File: src/rtl/line_diag_filter.sv
module line_diag_filter #(
  parameter int DW = 16,
  parameter int KW = 16,
  parameter int AW = 3
) (
  input  logic                 clk,
  input  logic                 rst_n,
  input  logic                 smp_vld,
  input  logic signed [DW-1:0] v_tip,
  input  logic signed [DW-1:0] v_ring,
  input  logic signed [DW-1:0] v_loop,
  input  logic signed [DW-1:0] v_long,
  input  logic signed [DW-1:0] i_loop,
  input  logic signed [DW-1:0] i_long,
  input  logic [2:0]           src_sel,
  input  logic                 reg_wr,
  input  logic [AW-1:0]        reg_addr,
  input  logic [DW-1:0]        reg_wdata,
  output logic [DW-1:0]        reg_rdata
);
  localparam int ACW = DW + KW;
  localparam int DFW = ACW + 2;
  localparam int PW  = DFW + KW + 1;
  localparam logic [AW-1:0] A_CTL = AW'(0);
  localparam logic [AW-1:0] A_DK  = AW'(1);
  localparam logic [AW-1:0] A_AK  = AW'(2);
  localparam logic [AW-1:0] A_DC  = AW'(3);
  localparam logic [AW-1:0] A_AC  = AW'(4);
  localparam logic [AW-1:0] A_PK  = AW'(5);
  localparam logic [DW-1:0] SMIN  = {1'b1, {(DW-1){1'b0}}};

  logic                  en_q;
  logic [2:0]            src_q;
  logic [KW-1:0]         dk_q, ak_q;
  logic signed [ACW-1:0] dc_acc, ac_acc;
  logic [DW-1:0]         pk_q;
  logic signed [DW-1:0]  x;
  logic [DW-1:0]         x_abs;

  always_comb begin
    case (src_sel)
      3'd0:    x = v_tip;
      3'd1:    x = v_ring;
      3'd2:    x = v_loop;
      3'd3:    x = v_long;
      3'd4:    x = i_loop;
      3'd5:    x = i_long;
      default: x = '0;
    endcase
  end

  assign x_abs = (x == SMIN) ? ~SMIN : (x[DW-1] ? -x : x);

  function automatic logic signed [ACW-1:0] iir_step(
    input logic signed [ACW-1:0] acc,
    input logic signed [DW-1:0]  s,
    input logic [KW-1:0]         k
  );
    logic signed [DFW-1:0] d;
    logic signed [PW-1:0]  p;
    d = {{2{s[DW-1]}}, s, {KW{1'b0}}} - {{2{acc[ACW-1]}}, acc};
    p = $signed({1'b0, k}) * d;
    return ACW'(acc + (p >>> KW));
  endfunction

  wire wr_ctl  = reg_wr && (reg_addr == A_CTL);
  wire en_rise = wr_ctl && reg_wdata[0] && !en_q;
  wire src_chg = en_q && (src_sel != src_q);
  wire flush   = en_rise || src_chg;
  wire pk_wr   = reg_wr && (reg_addr == A_PK);
  wire upd     = en_q && smp_vld;

  always_ff @(posedge clk or negedge rst_n) begin
    if (!rst_n) begin
      en_q   <= 1'b0;
      src_q  <= '0;
      dk_q   <= '0;
      ak_q   <= '0;
      dc_acc <= '0;
      ac_acc <= '0;
      pk_q   <= '0;
    end else begin
      src_q <= src_sel;
      if (wr_ctl) en_q <= reg_wdata[0];
      if (reg_wr && reg_addr == A_DK) dk_q <= reg_wdata[KW-1:0];
      if (reg_wr && reg_addr == A_AK) ak_q <= reg_wdata[KW-1:0];
      if (flush) begin
        dc_acc <= '0;
        ac_acc <= '0;
        pk_q   <= '0;
      end else begin
        if (upd) begin
          dc_acc <= iir_step(dc_acc, x, dk_q);
          ac_acc <= iir_step(ac_acc, $signed(x_abs), ak_q);
        end
        if (pk_wr) pk_q <= reg_wdata;
        else if (upd && x_abs > pk_q) pk_q <= x_abs;
      end
    end
  end

  always_comb begin
    case (reg_addr)
      A_CTL:   reg_rdata = {{(DW-1){1'b0}}, en_q};
      A_DK:    reg_rdata = DW'(dk_q);
      A_AK:    reg_rdata = DW'(ak_q);
      A_DC:    reg_rdata = dc_acc[ACW-1:KW];
      A_AC:    reg_rdata = ac_acc[ACW-1:KW];
      A_PK:    reg_rdata = pk_q;
      default: reg_rdata = '0;
    endcase
  end
endmodule

File: config.mk
export PLATFORM = sky130hd
export DESIGN_NAME = line_diag_filter
export DESIGN_NICKNAME = d
export VERILOG_FILES = /design/src/rtl/line_diag_filter.sv
export SDC_FILE = /design/constraint.sdc
export NUM_CORES = 2
export LEC_CHECK = 0
export BUFFER_PORTS_ARGS = -buffer_cell sky130_fd_sc_hd__buf_4
export CAP_MARGIN = 20
export CORE_MARGIN = 2
export CORE_UTILIZATION = 30
export CTS_CLUSTER_DIAMETER = 120
export DETAILED_ROUTE_END_ITERATION = 10
export GPL_ROUTABILITY_DRIVEN = 0
export PLACE_DENSITY = 0.53
export SYNTH_ARGS = -nofsm -noshare
export SYNTH_HDL_FRONTEND = slang
export SYNTH_SLANG_ARGS = --single-unit
File: constraint.sdc
create_clock -name clk -period 14.35 [get_ports clk]
set_input_delay 0.7175 -clock clk [delete_from_list [all_inputs] [get_ports clk]]
set_output_delay 0.7175 -clock clk [all_outputs]
set_load 0.01 [all_outputs]
==> out/metrics.csv <==
metric,value,unit
cpPeakStageDelay,0.67,ns
cpMostUsedCell,fa_1,
synth_cell_type_count,81,
synth_edf_count,0,
drt_pass1_iterations,6,
finalSetupTns,0,ns
nets,6777,
grt_use_total,17.4,%
clkLatencyLatePin,0.44,ns
rsz0062_at_grt,no,
syn_avg_cell_area,8.70,µm²
grt_first_pass_wirelength,215000,µm
dp.cells,7364,
fmax,0.0742,GHz
initial_core_util,30.1,%
post_layout_nonfiller_instances,7398,
drtIter0Drc,2053,
vias_per_cell,4.75,
fin_util,32.8,%
status,"complete, no violations",
overflow,0,
r2r_slack,2.83,ns
synth_ff_type,dfrtp_1,
ys_warn_count,0,
antenna_found_initial,6,
slew_viol_final,0,
hp-class,primary input to async pin,
io_buffers,137,
die_h,396,µm
crit_required,14.68,ns
htree_levels,4,
die-area,157000,µm²
postRouteAntennaNets,0,
top_level_ports,138,
cts_buffers,17,
cts-resized-gates,0,
first_global_vias,38200,
tightestPinTransition,1.11,ns
finalCriticalPeriod,13.48,ns
drv_cap,0,
drive_gt1_share,6.97,%
period_share,93.9,%
cts_tree,yes,
postCtsSetupRepairBufs,0,
finalSetupViolations,0,
cts_max_path_buffers,2,
die_w,396,µm
critPathCaptureType,flip-flop,
routed_wirelength,133000,µm
r2r_cells,41,
coreArea,154000,µm²
r2r_start,ac_acc[0]$_DFFE_PN0P_,
ys_seq_elements,116,
start_kind,primary input,
place_hpwl,103000,µm
worstPathMaxFanout,26,
wl_per_cell,18.0,µm
clockRootBuffer,clkbuf_16,
hold_viol_final,0,
finClkSkew,0.0168,ns
path_clk_slew,0.07,ns
crit_type,primary input to flip-flop,
postCtsHoldBufs,0,
crit_path_top_delay_cell,mux4_1,
arrival,13.81,ns
syn2layout_area_growth,9.06,%
vias,35200,
regToRegEndpoint,ac_acc[31]$_DFFE_PN0P_,
grt_max_degree,66,
synth_area,46200,µm²
async_reset_ff_share,100,%
slew_headroom,25.6,%
synthCells,5311,
drc,0,
rows,144,
synth_nets,6748,
clock-sinks,116,
yosysSeqAreaShare,6.28,%
==> how the worst max path moves through the flow <==
stage | cells past startpoint | start | end
floorplan | 54 | src_sel[0] | ac_acc[31]$_DFFE_PN0P_
global placement | 48 | src_sel[0] | ac_acc[31]$_DFFE_PN0P_
detailed placement | 48 | src_sel[0] | ac_acc[31]$_DFFE_PN0P_
CTS | 48 | src_sel[0] | ac_acc[31]$_DFFE_PN0P_
global route | 50 | src_sel[1] | ac_acc[31]$_DFFE_PN0P_
finish | 48 | src_sel[0] | ac_acc[31]$_DFFE_PN0P_
==> Yosys cell counts (22+ instances only) <==
cell type     n  area [µm²]
nor3_1       38         190
a211oi_1     22         165
o21ai_0     131         656
fa_1        976       19500
ha_1        339        4240
nor2b_1      33         206
nand2_1     780        2930
dfrtp_1     116        2900
and2_1      428        2680
clkbuf_1    202         758
nand2b_1     27         169
o21a_1       27         203
inv_1      1216        4560
mux2i_1      42         420
a21o_1       50         375
nand3_1      48         240
a21oi_1     134         671
xnor2_1     137        1200
xor2_1       78         683
mux2_2       50         563
nor2_1      127         477
==> metal layers <==
layer	vias up	global-route usage (%)	part of all wire (%)
met5	-	0	0.030
met4	6	3.62	2.0
met3	149	2.03	5.1
met2	873	30.6	49
met1	18100	22.8	43
li1	16000	-	-
==> layout by cell type (no fill, tap or decap), types with 42 or more instances in the layout <==
cell type and instances:
a21o_1 50, a21oi_1 133, and2_1 428, buf_4 241
dfrtp_1 101, fa_1 976, ha_1 339, inv_1 1216
mux2_2 50, mux2i_1 42, nand2_1 780, nand3_1 47
nor2_1 125, o21ai_0 131, xnor2_1 134, xor2_1 72
==> final cells by class <==
class / instances / area (µm²)
antenna: 1 / 2.50
tap: 2044 / 2560
timing repair buffer: 242 / 1820
sequential: 116 / 2920
clock inverter: 13 / 176
clock buffer: 19 / 443
multi-input combinational: 3745 / 37900
fill: 16300 / 103000
inverter: 1218 / 4570
==> flip-flops by register name (all words and copies together) (netlist names) <==
name / count
dc_acc: 32
dk_q: 16
ac_acc: 32
en_q: 1
pk_q: 16
ak_q: 16
src_q: 3
==> metrics by stage <==
step | setup slack [ns] | hold slack [ns] | area [µm²]
CTS | 0.905 | 0.346 | 50400
global route | 0.0126 | 0.373 | 50400
floorplan | 1.61 | 0.422 | 46200
detailed placement | 0.497 | 0.505 | 49800
global placement | 0.674 | 0.497 | 49800
finish | 0.870 | 0.308 | 50400
==> cells by family (layout without fill, tap and decap cells) <==
kind of cell	Yosys count	count (layout)	share of synthesized area, %
xor gates and xnor gates	216	216	4.11
DFF	116	116	6.28
other	0	1	0
buffers and inverters	1450	1492	11.9
adders and majority gates	1315	1315	51.5
muxes	100	100	2.53
AOI/OAI and AO/OA	548	548	7.54
and+or+nand+nor	1566	1566	16.2
==> critical path, delay by kind of cell <==
kind	cells	cell delay [ns]
buffers and inverters	4	0.46
muxes	1	0.67
and+or+nand+nor	11	2.46
xor gates and xnor gates	4	1.02
adders and majority gates	9	3.99
AOI/OAI and AO/OA	19	4.46
Power is left out: the tool's default activity adds up to more than one toggle a clock period on the data nets, which glitch-free logic cannot reach.
